--- config.mk ---
export PLATFORM = sky130hd
export DESIGN_NAME = pci_tgt_seq
export DESIGN_NICKNAME = d
export VERILOG_FILES = /design/src/rtl/tgtseq_pkg.sv /design/src/rtl/tgtseq_decode.sv /design/src/rtl/tgtseq_regfile.sv /design/src/rtl/tgtseq_fsm.sv /design/src/rtl/pci_tgt_seq.sv
export SDC_FILE = /design/constraint.sdc
export NUM_CORES = 1
export LEC_CHECK = 0
export ABC_AREA = 1
export CORE_MARGIN = 8
export CORE_UTILIZATION = 55
export DETAILED_ROUTE_END_ITERATION = 16
export DONT_BUFFER_PORTS = 1
export PLACE_DENSITY_LB_ADDON = 0.1
export SETUP_SLACK_MARGIN = 0.4
export SYNTH_ARGS = -nofsm -noshare
export SYNTH_HDL_FRONTEND = slang
export SYNTH_SLANG_ARGS = --single-unit
export TNS_END_PERCENT = 50
--- constraint.sdc ---
create_clock -name clk -period 4.8 [get_ports clk]
set_clock_uncertainty 0.05 [all_clocks]
set_input_delay 0.96 -clock clk [delete_from_list [all_inputs] [get_ports clk]]
set_output_delay 0.96 -clock clk [all_outputs]
set_load 0.02 [all_outputs]
--- src/rtl/tgtseq_pkg.sv ---
package tgtseq_pkg;

    typedef enum logic [2:0] {
        ST_IDLE,
        ST_TURN,
        ST_XFER,
        ST_BUSY,
        ST_DONE
    } seq_state_e;

    localparam logic [3:0] CMD_MEM_RD = 4'h6;
    localparam logic [3:0] CMD_MEM_WR = 4'h7;
    localparam logic [3:0] CMD_CFG_RD = 4'hA;
    localparam logic [3:0] CMD_CFG_WR = 4'hB;

    typedef struct packed {
        logic hit;
        logic rd;
    } claim_t;

    function automatic logic cmd_is_mem(input logic [3:0] cmd);
        return (cmd == CMD_MEM_RD) || (cmd == CMD_MEM_WR);
    endfunction

    function automatic logic cmd_is_cfg(input logic [3:0] cmd);
        return (cmd == CMD_CFG_RD) || (cmd == CMD_CFG_WR);
    endfunction

    function automatic logic cmd_is_read(input logic [3:0] cmd);
        return (cmd == CMD_MEM_RD) || (cmd == CMD_CFG_RD);
    endfunction

endpackage

--- src/rtl/tgtseq_decode.sv ---
module tgtseq_decode
    import tgtseq_pkg::*;
#(
    parameter int          DATA_W    = 32,
    parameter int          WIN_LSB   = 11,
    parameter logic [31:0] BASE_ADDR = 32'h8000_0000,
    parameter int          IDX_W     = 3
) (
    input  logic [DATA_W-1:0] ad,
    input  logic [3:0]        cmd,
    input  logic              sel,
    output claim_t            dec,
    output logic [IDX_W-1:0]  idx
);

    logic aligned;
    logic win_hit;

    assign aligned = (ad[1:0] == 2'b00);
    assign win_hit = (ad[DATA_W-1:WIN_LSB] == BASE_ADDR[DATA_W-1:WIN_LSB]);

    always_comb begin
        dec.hit = aligned && ((win_hit && cmd_is_mem(cmd)) || (sel && cmd_is_cfg(cmd)));
        dec.rd  = cmd_is_read(cmd);
    end

    assign idx = ad[IDX_W+1:2];

endmodule

--- src/rtl/tgtseq_regfile.sv ---
module tgtseq_regfile #(
    parameter int DATA_W = 32,
    parameter int NREGS  = 8,
    localparam int IDX_W  = $clog2(NREGS),
    localparam int NBYTES = DATA_W / 8
) (
    input  logic              clk,
    input  logic              rst,
    input  logic              wr_en,
    input  logic [IDX_W-1:0]  idx,
    input  logic [DATA_W-1:0] wr_data,
    input  logic [NBYTES-1:0] be_n,
    output logic [DATA_W-1:0] rd_data
);

    logic [NREGS-1:0][DATA_W-1:0] bank_q;

    always_ff @(posedge clk) begin
        if (rst) begin
            bank_q <= '0;
        end else if (wr_en) begin
            for (int b = 0; b < NBYTES; b++) begin
                if (!be_n[b]) begin
                    bank_q[idx][b*8 +: 8] <= wr_data[b*8 +: 8];
                end
            end
        end
    end

    assign rd_data = bank_q[idx];

endmodule

--- src/rtl/tgtseq_fsm.sv ---
module tgtseq_fsm
    import tgtseq_pkg::*;
#(
    parameter int NREGS = 8,
    localparam int IDX_W = $clog2(NREGS)
) (
    input  logic             clk,
    input  logic             rst,
    input  logic             frame_n,
    input  logic             irdy_n,
    input  claim_t           dec,
    input  logic [IDX_W-1:0] dec_idx,
    output logic [IDX_W-1:0] cur_idx,
    output logic             wr_en,
    output logic             devsel_n,
    output logic             trdy_n,
    output logic             rsp_oe,
    output logic             ad_oe
);

    seq_state_e       state_q, state_d;
    logic             frame_q;
    logic             rd_q;
    logic [IDX_W-1:0] idx_q;
    logic             accept;
    logic             addr_ph;
    logic             beat;

    assign accept  = (state_q == ST_IDLE) || (state_q == ST_DONE);
    assign addr_ph = frame_q && !frame_n;
    assign beat    = (state_q == ST_XFER) && !irdy_n;

    always_comb begin
        state_d = state_q;
        unique case (state_q)
            ST_IDLE, ST_DONE: begin
                if (addr_ph) begin
                    if (dec.hit) state_d = dec.rd ? ST_TURN : ST_XFER;
                    else         state_d = ST_BUSY;
                end else begin
                    state_d = ST_IDLE;
                end
            end
            ST_TURN: state_d = ST_XFER;
            ST_XFER: if (beat && frame_n) state_d = ST_DONE;
            ST_BUSY: if (frame_n && irdy_n) state_d = ST_IDLE;
            default: state_d = ST_IDLE;
        endcase
    end

    always_ff @(posedge clk) begin
        if (rst) begin
            state_q <= ST_IDLE;
            frame_q <= 1'b0;
            rd_q    <= 1'b0;
            idx_q   <= '0;
        end else begin
            state_q <= state_d;
            frame_q <= frame_n;
            if (accept && addr_ph) begin
                rd_q  <= dec.rd;
                idx_q <= dec_idx;
            end else if (beat) begin
                idx_q <= (idx_q == IDX_W'(NREGS - 1)) ? '0 : idx_q + 1'b1;
            end
        end
    end

    assign cur_idx  = idx_q;
    assign wr_en    = beat && !rd_q;
    assign devsel_n = !((state_q == ST_TURN) || (state_q == ST_XFER));
    assign trdy_n   = (state_q != ST_XFER);
    assign rsp_oe   = (state_q == ST_TURN) || (state_q == ST_XFER) || (state_q == ST_DONE);
    assign ad_oe    = (state_q == ST_XFER) && rd_q;

    AST_NO_CLAIM_WITHOUT_EDGE: assert property (@(posedge clk) disable iff (rst)
        (accept && !addr_ph) |=> (devsel_n && trdy_n)) else $error("no edge claim");
    AST_MISS_NO_DEVSEL: assert property (@(posedge clk) disable iff (rst)
        (accept && addr_ph && !dec.hit) |=> devsel_n) else $error("miss claimed");
    AST_WRITE_FAST_RESPONSE: assert property (@(posedge clk) disable iff (rst)
        (accept && addr_ph && dec.hit && !dec.rd) |=> (!devsel_n && !trdy_n)) else $error("write response");
    AST_READ_TURNAROUND: assert property (@(posedge clk) disable iff (rst)
        (accept && addr_ph && dec.hit && dec.rd) |=> (!devsel_n && trdy_n && !ad_oe)) else $error("turnaround");
    AST_WAIT_HOLDS_INDEX: assert property (@(posedge clk) disable iff (rst)
        (!trdy_n && irdy_n) |=> $stable(cur_idx)) else $error("index moved on wait");
    AST_LAST_PHASE_RELEASE: assert property (@(posedge clk) disable iff (rst)
        (!trdy_n && !irdy_n && frame_n) |=> (devsel_n && trdy_n && rsp_oe && !ad_oe)) else $error("release");
    AST_RELEASE_ONE_CYCLE: assert property (@(posedge clk) disable iff (rst)
        (rsp_oe && devsel_n) |=> (!rsp_oe || !devsel_n)) else $error("release length");
    AST_BUSY_SILENT: assert property (@(posedge clk) disable iff (rst)
        ((state_q == ST_BUSY) && !(frame_n && irdy_n)) |=> (devsel_n && !rsp_oe)) else $error("busy response");

endmodule

--- src/rtl/pci_tgt_seq.sv ---
module pci_tgt_seq
    import tgtseq_pkg::*;
#(
    parameter int          DATA_W    = 32,
    parameter int          NREGS     = 8,
    parameter int          WIN_LSB   = 11,
    parameter logic [31:0] BASE_ADDR = 32'h8000_0000,
    localparam int IDX_W  = $clog2(NREGS),
    localparam int NBYTES = DATA_W / 8
) (
    input  logic              clk,
    input  logic              rst,
    input  logic              frame_n,
    input  logic              irdy_n,
    input  logic              idsel,
    input  logic [DATA_W-1:0] ad_in,
    input  logic [NBYTES-1:0] cbe_n,
    output logic [DATA_W-1:0] ad_out,
    output logic              ad_oe,
    output logic              devsel_n,
    output logic              trdy_n,
    output logic              rsp_oe
);

    claim_t            dec;
    logic [IDX_W-1:0]  dec_idx;
    logic [IDX_W-1:0]  cur_idx;
    logic              wr_en;
    logic [DATA_W-1:0] rd_data;

    tgtseq_decode #(
        .DATA_W    (DATA_W),
        .WIN_LSB   (WIN_LSB),
        .BASE_ADDR (BASE_ADDR),
        .IDX_W     (IDX_W)
    ) i_decode (
        .ad  (ad_in),
        .cmd (cbe_n[3:0]),
        .sel (idsel),
        .dec (dec),
        .idx (dec_idx)
    );

    tgtseq_fsm #(
        .NREGS (NREGS)
    ) i_fsm (
        .clk      (clk),
        .rst      (rst),
        .frame_n  (frame_n),
        .irdy_n   (irdy_n),
        .dec      (dec),
        .dec_idx  (dec_idx),
        .cur_idx  (cur_idx),
        .wr_en    (wr_en),
        .devsel_n (devsel_n),
        .trdy_n   (trdy_n),
        .rsp_oe   (rsp_oe),
        .ad_oe    (ad_oe)
    );

    tgtseq_regfile #(
        .DATA_W (DATA_W),
        .NREGS  (NREGS)
    ) i_regs (
        .clk     (clk),
        .rst     (rst),
        .wr_en   (wr_en),
        .idx     (cur_idx),
        .wr_data (ad_in),
        .be_n    (cbe_n),
        .rd_data (rd_data)
    );

    assign ad_out = ad_oe ? rd_data : '0;

    AST_READ_DRIVE_NEEDS_RESPONSE: assert property (@(posedge clk) disable iff (rst)
        ad_oe |-> (!trdy_n && !devsel_n && rsp_oe)) else $error("read drive");

endmodule

==> run metrics, run 1 <==
f_max=between 200 and 250 MHz; register area share after synthesis=47.3%; area of the multi-input gates=slightly above 5000 um^2; Sw Share=23.3%; Crit. Startpoint=i_fsm.cur_idx[2]; Worst EP required=between 3 and 4 ns; DR DRC count=0; register area=around 5300 um^2; Clock Sinks=approximately 260; Hold Path Class=register to register; PostCTS Resize Cnt=0; Max Cap Viol=0; Final Max Tran Viols=0; Clock transition at path regs=~0.060 ns; Post-Synth Simple-Gate Area=between 20% and 30%; final worst path period need=a little over 4 ns; Inst Count DP=about 1800; worst skew pair latency=between 0.5 and 0.6 ns; final WL=about 33000 um; top-count cell post-synth=nor2_1; initial DRC count=between 1000 and 1500; Non-Filler Instances=approximately 1800; Layout Utilization=a little over 60%; crit path max fanout=16; Commonest cells post-synth=nor2_1, dfxtp_1, o21ai_0, nand2_1; CTS Buf Count=28; Worst Path Arrival=slightly above 3 ns; DR WL/cell=between 15 and 20 um; setup TNS=0 ns; RSZ-0062 raised after global routing=no; synth unique cells=32; Area Growth Syn to Fin=9.13%; synth warn=0; vias per cell=between 5 and 6; Crit-path slowest cell=inv_1; Seq pwr share=about 48%; Slew HR=a little over a quarter; Psw=around 1.1 mW; # Post-CTS Setup Buffers=0; pin count of the biggest net entering global routing=157; initial antenna violation count=0; vias=10300; Starting Density=a little under three fifths; Syn Area/Cell=approximately 7.1 um^2; Cells after Synth=~1600; post-route ant nets=0; EDFF count, synth=0; Setup CP Type=register to primary output; Syn Std Cell Area=~11000 um^2; Power Density=379 nW/um^2; CP startpoint kind=register; share of synthesized flip-flops with an asynchronous set or reset=0%; CTS root buffer=clkbuf_16; Reg-to-Reg Start=i_fsm.cur_idx[0]; period utilisation layout=84.6%; clock share of power=a little under half; Compound-Gate Fraction of Synth Area=21.4%; Yosys reg bits=roughly 260; I/O Pins=77; VDD IR max=roughly 0.29 mV; Synth area leader=dfxtp_1; cts hold-fix bufs=0; Final Power=between 4 and 5 mW; fillcell total=roughly 1900; ys flop type=dfxtp_1; GR Util All Layers=26.4%; Hold Path Origin=i_regs.bank_q[109]; status=completed; DPL Wire Length=around 22000 um; Synth area leaders=dfxtp_1, nor2_1, o21ai_0, nand2_1, a21oi_1; Die Y-Extent=~160 um; Gate power share=5.1%; GPL Wtd Cong=between 0.8 and 0.9; Setup crit end kind=primary output; Port Buffers=0; CTS tree=yes; Power Internal=3.54 mW; CTS Buffer Depth=3; layout cells sized above 1=5.14%; mux contribution to synthesized area=0%; first drt pass iteration count=6; Std-Cell Rows=52; CTS H-Tree Depth=1; post-synth top area share=around 47%; CP top delay family=buffers and inverters; main combinational cell family by area after synthesis=simple AND/OR/NAND/NOR gates; Horiz. Die Dim=about 160 um; NumNets Final=approximately 1600; Post-Synth XOR/XNOR Area=less than 1%; Slew @ Worst Pin=around 1.1 ns; worst path buffer plus inverter count=2; CP cell instances=nand3_1 > inv_1 > buf_4 > nand2_1 > nand4_1 > nor2_1 > a31oi_1; first-pass GRT wire length=52300 um; core footprint=20100 um^2; CP max stage delay=approximately 0.55 ns; Diodes inserted=0; post-synthesis adder-cell area fraction=less than 1%; GRT overflow=0; P_leak=between 4 and 5 nW; Hold Vio Cnt, Final=0; full die area=between 20000 and 30000 um^2; net count after synthesis=1613; endpoints failing setup=0; vias in the first global route=9337
[layer usage]
| metal | track usage, % | share of wire, % | vias to the layer above |
|---|---|---|---|
| li1 | - | - | 5076 |
| met1 | 36.7 | 45 | 4734 |
| met2 | 41.5 | 44 | 403 |
| met3 | 4.59 | 8.6 | 42 |
| met4 | 7.09 | 1.7 | 0 |
| met5 | 0 | 0 | - |
[power groups by stage]
stage | Sequential [mW] | Combinational (mW) | Clock (mW)
finish | 2.23 | 0.237 | 2.15
CTS | 2.23 | 0.233 | 2.17
global placement | 2.27 | 0.231 | 0
floorplan | 2.27 | 0.184 | 0
global route | 2.23 | 0.260 | 2.25
detailed placement | 2.27 | 0.233 | 0
[worst reg2reg max path, stage by stage, from the launching register on]
cell     delay [ns]
dfxtp_1        0.37
inv_1          0.15
nand3_1        0.44
inv_2          0.74
nand2_1        0.43
inv_1          0.34
nor2_1         0.08
nor2_1         0.10
[cells by family (layout without fill, tap and decap cells)]
group,after synthesis,count (layout)
and+or+nand+nor,670,670
AOI/OAI and AO/OA,438,438
DFF,264,264
buffers and inverters,195,181
adders and majority gates,2,2
xor gates and xnor gates,1,1
[metrics by stage]
| step | setup WS (ns) | hold WS [ns] | instance area [um^2] |
|---|---|---|---|
| detailed placement | 1.34 | 0.396 | 11300 |
| global placement | 1.41 | 0.392 | 11300 |
| global route | 0.554 | 0.418 | 12200 |
| CTS | 0.758 | 0.406 | 12200 |
| finish | 0.741 | 0.401 | 12200 |
| floorplan | 2.12 | 0.380 | 11200 |
[sequential cells by signal (all words and copies together) (netlist names)]
register / count
i_fsm.state_q: 3
i_fsm.frame_q: 1
i_fsm.cur_idx: 3
i_regs.bank_q: 256
i_fsm.rd_q: 1
[cell type report]
type / instances / area share (%)
flip-flops and latches: 264 / 43.4
inverters: 115 / 3.58
multi-input cells: 1111 / 41.9
repair buffers: 16 / 0.985
clock buffers: 39 / 6.59
clock inverters: 11 / 0.862
well taps: 270 / 2.77
[cells in the final DEF (no fill, tap or decap), types with 12 or more instances in the layout]
master / instances
buf_4: 16
nand2_1: 222
o21a_1: 16
nand3_1: 28
inv_1: 106
o2111ai_1: 16
a22oi_1: 17
dfxtp_1: 264
nand4_1: 12
a21oi_1: 107
o21ai_0: 257
nor2_1: 390
clkbuf_16: 29
[worst paths after layout]
kind / to / slack [ns] / cells past startpoint
max: ad_out[9] / 0.74 / 7
min: i_regs.bank_q[109] / 0.40 / 2
max reg2reg: i_regs.bank_q[85] / 2.04 / 7
min reg2reg: i_regs.bank_q[109] / 0.40 / 2
No activity file was read; power rests on OpenSTA's default activity.
==> run 2: changes to the inputs <==
clock period = 4.2 ns   (was 4.8 ns; I/O delays follow)
==> run 2 against run 1 <==
Effect of this change:
- final cell count grew 1.1%
- non-clock buffer count grew 23
- via count grew 1.0%
- critical endpoint is now ad_out[28]
- largest cell class unchanged
- register-to-register slack lost 0.58 ns
- sequential power grew 14%
- cell area grew 1.5%
- largest power group unchanged
- highest routed layer unchanged
- sequential cell count is the same
==> run metrics, run 2 (same netlist as run 1, synthesis figures left out) <==
Port Buffers=0; f_max=276 MHz; initial antenna violation count=0; DR WL/cell=~18 um; RSZ-0062 raised after global routing=yes; Final Max Tran Viols=0; pin count of the biggest net entering global routing=about 120; leading cell type in the layout, fill and taps excluded=nor2_1; Hold Vio Cnt, Final=0; Clock Sinks=~260; Final Power=~5.2 mW; Area Growth Syn to Fin=10.8%; CTS Buf Count=28; CTS root buffer=clkbuf_16; Std-Cell Rows=52; Horiz. Die Dim=roughly 160 um; final worst path period need=between 3 and 4 ns; initial DRC count=about 1000; vias in the first global route=9632; Max Cap Viol=0; CTS H-Tree Depth=1; Die Y-Extent=between 150 and 200 um; Hold Path Origin=rst; Biggest register=i_regs.bank_q; final WL=around 34000 um; layout cells sized above 1=6.41%; status=completed; first drt pass iteration count=5; Slew HR=just under 30%; vias=around 10000; GPL Wtd Cong=roughly 0.84; worst skew pair latency=0.54 ns; setup TNS=0 ns; Setup crit end kind=primary output; cts hold-fix bufs=0; VDD IR max=roughly 0.32 mV; endpoints failing setup=0; Diodes inserted=0; Starting Density=between 50% and 60%; DPL Wire Length=21700 um; Reg-to-Reg Start=i_fsm.cur_idx[0]; most frequent cells in the layout=nor2_1, dfxtp_1, o21ai_0; GRT overflow=0; P_leak=slightly below 5 nW; crit path max fanout=12; vias per cell=between 5 and 6; CP startpoint kind=register; fillcell total=between 1500 and 2000; NumNets Final=between 1500 and 2000; Power Density=approximately 420 nW/um^2; core footprint=around 20000 um^2; first-pass GRT wire length=about 53000 um; CTS Buffer Depth=3; post-route ant nets=0; Slew @ Worst Pin=1.05 ns; GR Util All Layers=between 20 and 30%; Setup CP Type=register to primary output; I/O Pins=77; DR DRC count=0; period utilisation layout=a little under nine tenths; Crit. Startpoint=i_fsm.cur_idx[2]; number of flip-flops under the largest register name=~260; Clock transition at path regs=approximately 0.060 ns; Worst EP required=approximately 3.3 ns; full die area=around 25000 um^2; CTS tree=yes; Hold Path Class=input pin to register; Worst Path Arrival=2.73 ns
-- run 2: cell types whose count changed in the layout (fill, tap and decap cells not counted), sizes merged --
cell,before,now
bufinv,2,0
clkbuf,39,44
buf,16,39
clkinv,12,6
clkinvlp,0,1
inv,112,111
-- run 2: routing by layer --
metal	wire [um]	vias to the layer above	GRT usage, %
met5	0	-	0
met1	14900	4807	36.3
met3	3060	57	6.49
met4	733	0	7.23
met2	15100	373	42.7
li1	-	5123	-
-- run 2: final cells by class --
type	instances	area [um^2]	share of cell area, %
Multi-Input combinational cell	1111	5100	41.2
Inverter	115	443	3.58
Clock inverter	3	18.8	0.152
Clock buffer	44	872	7.05
Timing Repair Buffer	39	318	2.57
Sequential cell	264	5290	42.7
Tap cell	270	338	2.73
-- run 2: final timing paths --
check                  endpoint  slack, ns  depth (start not counted)
max                  ad_out[28]       0.58                          9
min            i_fsm.cur_idx[0]       0.32                          1
max reg2reg   i_regs.bank_q[67]       1.46                          7
min reg2reg  i_regs.bank_q[188]       0.40                          2
-- run 2: critical path, stage by stage (launching register included) --
cell and delay [ns]:
dfxtp_1 0.38, nor2_1 0.17, nand2_1 0.23, inv_1 0.51, buf_4 0.31, nand2_1 0.07
o2111ai_1 0.11, nor2_1 0.09, a21oi_1 0.14, buf_4 0.18
-- run 2: repair_timing --
| action | in CTS | in global routing |
|---|---|---|
| resized for setup | 0 | 3 |
| setup endpoints to repair | 0 | 15 |
| endpoints found under the hold margin | 0 | 0 |
| setup buffers | 0 | 2 |
-- run 2: stage by stage --
step / instances / util (%) / hold WS (ns) / cell area [um^2] / worst slack (ns)
after global placement: 1797 / 57.0 / 0.388 / 11500 / 1.11
final: 1846 / 61.6 / 0.320 / 12400 / 0.582
after CTS: 1844 / 61.5 / 0.305 / 12400 / 0.468
after floorplan: 1570 / - / 0.380 / 11200 / 1.64
after global routing: 1846 / 61.6 / 0.308 / 12400 / 0.388
after detailed placement: 1797 / 57.0 / 0.396 / 11500 / 1.08
-- run 2: where the power goes --
group          internal [mW]  switching, mW
Sequential              2.53         0.0159
Combinational         0.0741          0.213
Clock                   1.41          0.983
Total                   4.01           1.21
